===== config.mk =====
export PLATFORM = sky130hd
export DESIGN_NAME = lut_cell
export DESIGN_NICKNAME = d
export VERILOG_FILES = /design/src/rtl/lut_cell_pkg.sv /design/src/rtl/lut_cfg_shift.sv /design/src/rtl/lut_read.sv /design/src/rtl/lut_out_stage.sv /design/src/rtl/lut_cell.sv
export SDC_FILE = /design/constraint.sdc
export NUM_CORES = 1
export LEC_CHECK = 0
export BUFFER_PORTS_ARGS = -buffer_cell sky130_fd_sc_hd__buf_2
export CAP_MARGIN = 20
export CORE_ASPECT_RATIO = 0.6
export CORE_MARGIN = 2
export CORE_UTILIZATION = 40
export DETAILED_ROUTE_END_ITERATION = 12
export GPL_ROUTABILITY_DRIVEN = 1
export GPL_TIMING_DRIVEN = 0
export PLACE_DENSITY = 0.55
export SLEW_MARGIN = 15
export SYNTH_ARGS = -nofsm -noshare
export SYNTH_HDL_FRONTEND = slang
export SYNTH_SLANG_ARGS = --single-unit

===== constraint.sdc =====
create_clock -name clk -period 2.2 [get_ports clk]
set_clock_uncertainty 0.15 [all_clocks]
set_input_delay 0.33 -clock clk [delete_from_list [all_inputs] [get_ports clk]]
set_output_delay 0.33 -clock clk [all_outputs]
set_load 0.02 [all_outputs]

===== src/rtl/lut_cell_pkg.sv =====
// Package: shared types for the lookup-table logic element.
// Assumes: nothing beyond IEEE 1800-2017.
package lut_cell_pkg;

    // Output source selected by the final configuration bit.
    typedef enum logic {
        OUT_COMB = 1'b0,
        OUT_REG  = 1'b1
    } out_mode_e;

endpackage


===== src/rtl/lut_cfg_shift.sv =====
// Module: serial configuration loader. Shifts the image in least significant
// bit first and counts accepted bits. Once the full image is in, the count
// sits at its limit and the element is configured. Any later accepted bit
// restarts the count.
// Assumes: cfg_en and cfg_bit are synchronous to clk.
module lut_cfg_shift
    import lut_cell_pkg::*;
#(
    parameter int NUM_IN = 4
) (
    input  logic                         clk,
    input  logic                         rst_n,
    input  logic                         cfg_en,
    input  logic                         cfg_bit,
    output logic [(1 << NUM_IN)-1:0]     table_o,
    output out_mode_e                    mode_o,
    output logic                         done_o
);
    localparam int TBL_BITS = 1 << NUM_IN;
    localparam int CFG_BITS = TBL_BITS + 1;
    localparam int CW       = $clog2(CFG_BITS + 1);

    logic [CFG_BITS-1:0] img_q;
    logic [CW-1:0]       cnt_q;
    logic                full;

    // Purpose: the image is complete once the count reaches its limit.
    always_comb full = (cnt_q == CW'(CFG_BITS));

    // Purpose: shift in accepted bits and count them, restarting after a full image.
    always_ff @(posedge clk) begin
        if (!rst_n) begin
            img_q <= '0;
            cnt_q <= '0;
        end else if (cfg_en) begin
            img_q <= {cfg_bit, img_q[CFG_BITS-1:1]};
            cnt_q <= full ? CW'(1) : cnt_q + CW'(1);
        end
    end

    assign table_o = img_q[TBL_BITS-1:0];
    assign mode_o  = out_mode_e'(img_q[CFG_BITS-1]);
    assign done_o  = full;

endmodule


===== src/rtl/lut_read.sv =====
// Module: truth-table read port. Selects one table bit using the logic inputs.
// Assumes: the table is held stable by the loader outside configuration.
module lut_read #(
    parameter int NUM_IN = 4
) (
    input  logic [(1 << NUM_IN)-1:0] table_i,
    input  logic [NUM_IN-1:0]        sel_i,
    output logic                     bit_o
);
    // Purpose: index the stored function with the logic inputs.
    always_comb bit_o = table_i[sel_i];

endmodule


===== src/rtl/lut_out_stage.sv =====
// Module: output stage. Holds the capture flip-flop and picks the combinational
// or the registered value. Forces 0 while the element is unconfigured.
// Assumes: mode is meaningful only while done is high.
module lut_out_stage
    import lut_cell_pkg::*;
(
    input  logic      clk,
    input  logic      rst_n,
    input  logic      lut_bit,
    input  out_mode_e mode,
    input  logic      done,
    output logic      out_o
);
    logic cap_q;

    // Purpose: capture the table output each edge; load 0 while unconfigured.
    always_ff @(posedge clk) begin
        if (!rst_n) begin
            cap_q <= 1'b0;
        end else begin
            cap_q <= done & lut_bit;
        end
    end

    // Purpose: choose the output source and gate it with the configured flag.
    always_comb begin
        if (!done) begin
            out_o = 1'b0;
        end else if (mode == OUT_REG) begin
            out_o = cap_q;
        end else begin
            out_o = lut_bit;
        end
    end

endmodule


===== src/rtl/lut_cell.sv =====
// Module: top of the reloadable lookup-table logic element. Ties together the
// serial loader, the table read port and the output stage.
// Assumes: reset models power-up and is applied before use.
module lut_cell
    import lut_cell_pkg::*;
#(
    parameter int NUM_IN = 4
) (
    input  logic              clk,
    input  logic              rst_n,
    input  logic              cfg_enable,
    input  logic              cfg_bit,
    input  logic [NUM_IN-1:0] sel_in,
    output logic              cell_out,
    output logic              cfg_done
);
    localparam int TBL_BITS = 1 << NUM_IN;

    logic [TBL_BITS-1:0] cfg_table;
    out_mode_e           cfg_mode;
    logic                lut_val;

    lut_cfg_shift #(.NUM_IN(NUM_IN)) u_shift (
        .clk     (clk),
        .rst_n   (rst_n),
        .cfg_en  (cfg_enable),
        .cfg_bit (cfg_bit),
        .table_o (cfg_table),
        .mode_o  (cfg_mode),
        .done_o  (cfg_done)
    );

    lut_read #(.NUM_IN(NUM_IN)) u_read (
        .table_i (cfg_table),
        .sel_i   (sel_in),
        .bit_o   (lut_val)
    );

    lut_out_stage u_out (
        .clk     (clk),
        .rst_n   (rst_n),
        .lut_bit (lut_val),
        .mode    (cfg_mode),
        .done    (cfg_done),
        .out_o   (cell_out)
    );

endmodule


Word level (Yosys, flattened, before mapping)
Index checks and enable logic that the tools add are counted.
- $add $sub $neg: 1
- order comparisons: 1
- equality and inequality tests: 1
- multiplexer cells: 5
- bitwise logic cells: 1
- operator list (cell ; count):
    $add 5x1->5 const B ; 1
    $eq 5x5->1 const B ; 1
    $lt 4x5->1 const B ; 1
    $mux 5 ; 1
    $bmux 1 s4 ; 1
    $mux 1 ; 3
    $and 1x1->1 ; 1
- flip-flop bits (word level): 23
- bits of input ports: 8
- output and inout bits: 2

Longest topological paths before layout
Gate-level depths: netlist of run 1.
- depth in word-level cells: 4
- depth in mapped cells: 6
- mapped depth without buffers: 6

By module
Synthesis of run 1 repeated with hierarchy kept, for this count alone.
- cells, all modules: 91
- area total of the unflattened synthesis: 1078.5 sq um
- by module, submodules not included (module ; instances ; cells an instance ; area an instance (sq um)):
    lut_cfg_shift ; 1 ; 80 ; 900.9
    lut_read ; 1 ; 7 ; 135.1
    lut_out_stage ; 1 ; 4 ; 42.5

Least setup slack after synthesis of run 1
No wires, ideal clock.
- path kind: reg-to-output
- from: register u_shift.cnt_q[0]
- to: output port cell_out
- arrival: 1524 ps
- slack: 196 ps
- cell stages (with the launch flop): 5
- path buffers: 0
- cells stage by stage: dfxtp_1 > ha_1 > and4bb_2 > inv_1 > a2111oi_2
- word-level cells in the longest chain between the ends: 2
- RTL lines (what ; RTL line ; text):
    start, declared ; lut_cfg_shift.sv:24 ; logic [CW-1:0] cnt_q;
    start signal, assigned ; lut_cfg_shift.sv:37 ; cnt_q <= full ? CW'(1) : cnt_q + CW'(1);
    $eq 5x5->1 ; lut_cfg_shift.sv:28 ; always_comb full = (cnt_q == CW'(CFG_BITS));
    net cfg_done ; lut_cell.sv:15 ; output logic cfg_done
    $mux 1 ; lut_out_stage.sv:27 ; if (!done) begin
    end, declared ; lut_cell.sv:14 ; output logic cell_out,
The timed path passes the listed nets, and every way through them passes these cells.

Final worst setup path of run 1
- from: register u_shift.img_q[15]
- to: output port cell_out
- word-level cells in the longest chain between the ends: 4
- RTL lines (what ; RTL line ; text):
    start, declared ; lut_cfg_shift.sv:23 ; logic [CFG_BITS-1:0] img_q;
    start signal, assigned ; lut_cfg_shift.sv:36 ; img_q <= {cfg_bit, img_q[CFG_BITS-1:1]};
    $bmux 1 s4 ; lut_read.sv:11 ; always_comb bit_o = table_i[sel_i];
    $mux 1 (not written as such) ; lut_read.sv:11 ;
    $mux 1 ; lut_out_stage.sv:29 ; end else if (mode == OUT_REG) begin
    $mux 1 ; lut_out_stage.sv:27 ;
No other way between the ends. The select of a mux whose other input is x is not followed.

==> results of run 1 <==
==> kinds of logic after synthesis <==
kind of cell,share of synthesized area
AO/OA/AOI/OAI,0.0316
flip-flops,0.431
XOR/XNOR,0.0246
buffers and inverters,0.0304
multiplexers,0.288
adder cells (fa/ha/maj),0.0234
AND/OR/NAND/NOR,0.171
==> cells in the mapped netlist <==
cell type,number,area [µm²]
dfxtp_1,23,460
mux2i_1,18,180
nor2b_1,17,106
nor2_1,5,18.8
mux4_1,4,105
nand2_1,4,15.0
clkbuf_1,3,11.3
inv_1,3,11.3
xor2_1,3,26.3
buf_2,2,10.0
ha_1,2,25.0
mux2_2,2,22.5
nand4_1,2,12.5
a2111oi_2,1,15.0
a211oi_1,1,7.51
a31oi_1,1,6.26
and4bb_2,1,12.5
nor3_1,1,5.00
nor3b_2,1,12.5
o21ai_0,1,5.00
==> repair_timing <==
item | 4_1_cts | 5_1_grt
endpoints found under the setup margin | 1 | 1
buffers inserted | 5 | 0
pin swaps | 2 | 0
gates resized for setup | 18 | 4
==> cell type report <==
| class | instances | share of cell area |
|---|---|---|
| clock buffers | 4 | 0.0354 |
| well taps | 32 | 0.0315 |
| flip-flops and latches | 23 | 0.375 |
| repair buffers | 12 | 0.0591 |
| inverters | 3 | 0.00886 |
| multi-input cells | 64 | 0.473 |
| plain buffers | 5 | 0.0167 |
==> worst paths after layout <==
| kind | from | end | slack [ns] | cells after the start |
|---|---|---|---|---|
| worst min register to register | u_shift.cnt_q[0] | u_shift.cnt_q[0] | 0.34 | 1 |
| worst min-delay path | cfg_bit | u_shift.img_q[16] | 0.18 | 3 |
| worst max register to register | u_shift.cnt_q[1] | u_shift.cnt_q[1] | 0.66 | 6 |
| worst max-delay path | u_shift.img_q[15] | cell_out | -0.06 | 5 |
==> per-stage QoR <==
stage	area (µm²)	cells	power [µW]
floorplan	1070	95	476
global placement	1140	134	492
detailed placement	1140	134	493
CTS	1250	143	754
global route	1270	143	786
finish	1270	143	749
==> tightest hold or removal path, stage by stage <==
cell and delay (ns):
buf_2 0.08, mux2i_1 0.05, nor2b_1 0.09
==> report_power, final <==
group          switching (µW)  internal, µW  total [µW]
clock                     128           129         257
combinational            30.5          30.9        61.4
sequential               8.42           422         430
==> routing by layer <==
layer / global-route usage / up-vias / wire length, µm
met4: 0.0453 / 0 / 28
met3: 0.0547 / 4 / 140
met1: 0.246 / 330 / 1140
met2: 0.221 / 21 / 793
met5: 0 / - / 0
li1: - / 362 / -
==> state kept, by name (all words and copies together), names as in the netlist <==
signal / flops
u_out.cap_q: 1
u_shift.cnt_q: 5
u_shift.img_q: 17
==> reports/results.ini, run 1 <==
[yosys]
ys_seq_area_frac=0.431
synth_area_mm2=0.00107
syn_nets=105
yosys_warnings=0
ys_ff_latch=23
synth_cells=95
synth_area_per_cell_um2=11.2
ys_types=20

[sta]
worst_slack_ns=-0.0612
fin_crit_ns=2.26
final_hold_viol_count=0
slew_headroom=0.740
period_share=1.03
drv_slew=0
finalSetupTns_ns=-0.0612
rsz0062_at_grt=yes
final-setup-viol-count=1
tightest_slew_ns=0.389
hold_slack_ns=0.176
fmax_mhz=442

[cts]
clock_latency_ns=0.26
cts-root-buf=clkbuf_8
cts-hold-fix-buffers=0
cts_buffer_depth=2
numClockSinks=23
cts_tree=done
cts_buffers=3
h-tree-depth=1
path_clk_slew_ns=0.08

[finish]
n_antenna_cell=0
layout.nets=122
layout-drive-gt1-share=0.333
regArea_um2=477
fill_cells=253
fin_util=0.504
synthToLayoutAreaGrowth_pct=19.0
multi_input_area_um2=602
layout_commonest_cell=mux2i_1
final_cell_mix=18 x mux2i_1, 17 x nor2b_1, 12 x dfxtp_1

[placed_design]
numPortBuffers=7
dp_hpwl_mm=1.45
gp_congestion=0.714
pre_cts_ws_ns=-0.0185

[drt]
post_drt_wl_per_cell_um=14.7
wirelength_mm=2.10
vias_per_cell=5.01
ant_nets=0
drt_iter0_drc=24
drc=0
drt-pass1-iter-count=4
vias=717

[floorplanning]
dieHeight_um=44.0
initial_core_util=0.424
rows=14
core_area_mm2=0.00252
io_pins=10
design.die.area_mm2=0.00311
fp.dieW_um=70.7

[setup_path]
cp-start-kind=flip-flop
critPathKind=flip-flop to output port
crit_family=multiplexers
crit_chain=mux4_2, mux2_4, nor3b_4, a2111oi_4, buf_4
worstPathRequired_ns=1.72
worst_ep_arrival_time_ns=1.78
cp_num_buf_inv=1
slowest_delay_ns=0.46
cp_slowest_cell=mux4_2
end_kind=output port
path_max_fanout=2

[outcome]
violations=setup timing
status=finished, violations left

[global_routing]
antenna_found_initial=0
grt_start_max_net_pins=13
grt_pass1_vias=736
grt_first_pass_wirelength_mm=3.68
grt_usage=0.163
grt-ovfl-total=0

[power]
powerDensity_mw_per_mm2=589
p_leak_uw=0.000512
ir_drop_v=0.000416

[job]
timing.max_cap.violations=0

[min_path]
holdCritPathClass=input pin to flip-flop

Power figures use the tool's default switching activity.
==> inputs of run 2 (changes only) <==
CELL_PAD_IN_SITES_DETAIL_PLACEMENT = 0   (was default)
CELL_PAD_IN_SITES_GLOBAL_PLACEMENT = 1   (was default)
PLACE_DENSITY = 0.72   (was 0.55)
==> reports/results.ini, run 2 (same netlist as run 1, synthesis figures left out) <==
[sta]
period_share=1.01  ; -0.0187
fin_crit_ns=2.22  ; -0.0411 ns
drv_slew=0  ; unchanged
final-setup-viol-count=1  ; unchanged
rsz0062_at_grt=yes
tightest_slew_ns=0.416  ; +0.0264 ns
worst_slack_ns=-0.0201  ; +0.0411 ns
final_hold_viol_count=0  ; unchanged
fmax_mhz=450  ; +1.8%
slew_headroom=0.723  ; -0.0176

[global_routing]
grt_start_max_net_pins=13  ; unchanged
grt_pass1_vias=719  ; -2.3%
antenna_found_initial=0  ; unchanged
grt-ovfl-total=0  ; unchanged
grt_first_pass_wirelength_mm=3.66  ; -0.54%
grt_usage=0.159  ; -0.00384

[finish]
synthToLayoutAreaGrowth_pct=17.2
largest_reg_flops=17  ; unchanged
layout-drive-gt1-share=0.357  ; +0.0238
final_cell_mix=18 x mux2i_1, 17 x nor2b_1, 12 x dfxtp_2
n_antenna_cell=0  ; unchanged
fin_util=0.497  ; -0.00744
reg.largest.list=u_shift.img_q x17, u_shift.cnt_q x5, u_out.cap_q x1
layout_commonest_cell=mux2i_1
layout.nets=123  ; +0.82%
regMostFlops=u_shift.img_q

[cts]
cts_buffer_depth=2  ; unchanged
cts-root-buf=clkbuf_8
path_clk_slew_ns=0.08  ; about the same
clock_latency_ns=0.26  ; about the same
h-tree-depth=1  ; unchanged
cts_tree=done
numClockSinks=23  ; unchanged
cts_buffers=3  ; unchanged

[setup_path]
cp-start-kind=flip-flop
path_max_fanout=2  ; unchanged
slowest_delay_ns=0.45  ; about the same
worstPathRequired_ns=1.72  ; about the same
cp_num_buf_inv=1  ; unchanged
cp_slowest_cell=mux4_2
worst_ep_arrival_time_ns=1.74  ; -0.04 ns
crit_family=multiplexers
end_kind=output port
reg2reg_slack_ns=0.68  ; +0.02 ns
reg2reg_from=u_shift.img_q[6]
critPathKind=flip-flop to output port
rr_endpoint=u_out.cap_q
crit_chain=mux4_2, mux2_4, nor3b_2, a2111oi_2, buf_2
ff2ff_path_depth=4  ; -2

[placed_design]
numPortBuffers=7  ; unchanged
gp_congestion=0.780  ; +9.2%
dp_hpwl_mm=1.38  ; -4.9%

[floorplanning]
dieHeight_um=44.0  ; unchanged
initial_core_util=0.424  ; unchanged
rows=14  ; unchanged
io_pins=10  ; unchanged
design.die.area_mm2=0.00311  ; unchanged
core_area_mm2=0.00252  ; unchanged
fp.dieW_um=70.7  ; unchanged

[drt]
vias=701  ; -2.2%
wirelength_mm=2.06  ; -2.0%
drt_iter0_drc=65  ; +170%
ant_nets=0  ; unchanged
drt-pass1-iter-count=4  ; unchanged
post_drt_wl_per_cell_um=14.3  ; -2.7%
drc=0  ; unchanged
vias_per_cell=4.87  ; -2.9%

[min_path]
worst_hold_path.endpoint=u_shift.img_q[16]
hold_depth=3  ; unchanged
holdCritPathClass=input pin to flip-flop
hold_start=cfg_bit

[power]
p_leak_uw=0.000509  ; -0.52%
p_total_uw=750  ; +0.11%
ir_drop_v=0.000255  ; -39%
powerDensity_mw_per_mm2=598  ; +1.6%

[outcome]
status=finished, violations left
violations=setup timing

[job]
timing.max_cap.violations=0  ; unchanged

-- run 2: worst min-delay path, stage by stage --
cell     delay [ns]
buf_2          0.07
mux2i_1        0.05
nor2b_1        0.09
-- run 2: layout make-up --
type                    count  area (µm²)
repair buffers             13        80.1
inverters                   3        11.3
well taps                  32        40.0
plain buffers               5        21.3
clock buffers               4        45.0
fillers                   243        1270
multi-input cells          64         579
flip-flops and latches     23         475
-- run 2: layer usage --
| layer | vias to the layer above | wire length, µm | GRT usage |
|---|---|---|---|
| met3 | 2 | 109 | 0.0569 |
| met1 | 323 | 1130 | 0.230 |
| met5 | - | 0 | 0 |
| met2 | 12 | 801 | 0.221 |
| met4 | 0 | 20 | 0.0566 |
| li1 | 364 | - | - |
-- run 2: where the power goes --
part           switching, µW  internal, µW
logic                   29.6          29.7
clock network            131           129
registers               7.60           423
total                    168           581
-- run 2: worst max-delay path by stage --
stage | from | to | depth (start not counted)
finish | u_shift.img_q[14] | cell_out | 5
global route | u_shift.img_q[15] | cell_out | 5
CTS | u_shift.img_q[14] | cell_out | 5
detailed placement | sel_in[1] | cell_out | 6
global placement | sel_in[1] | cell_out | 6
floorplan | u_shift.cnt_q[0] | cell_out | 4
-- run 2: what timing repair did --
item                       in CTS  in global routing
hold buffers                    0                  0
buffers inserted                5                  1
setup endpoints to repair       1                  1
gates resized for setup        17                  3
pin swaps                       2                  0
-- run 2: metrics by stage --
| stage | cell area (µm²) | hold slack, ns | cells | TNS (ns) | setup slack, ns |
|---|---|---|---|---|---|
| floorplan | 1070 | 0.322 | 95 | 0 | 0.196 |
| global placement | 1140 | 0.347 | 134 | -0.0249 | -0.0249 |
| detailed placement | 1140 | 0.347 | 134 | -0.0386 | -0.0386 |
| CTS | 1240 | 0.168 | 143 | -0.0236 | -0.0236 |
| global route | 1250 | 0.166 | 144 | -0.102 | -0.102 |
| finish | 1250 | 0.171 | 144 | -0.0201 | -0.0201 |
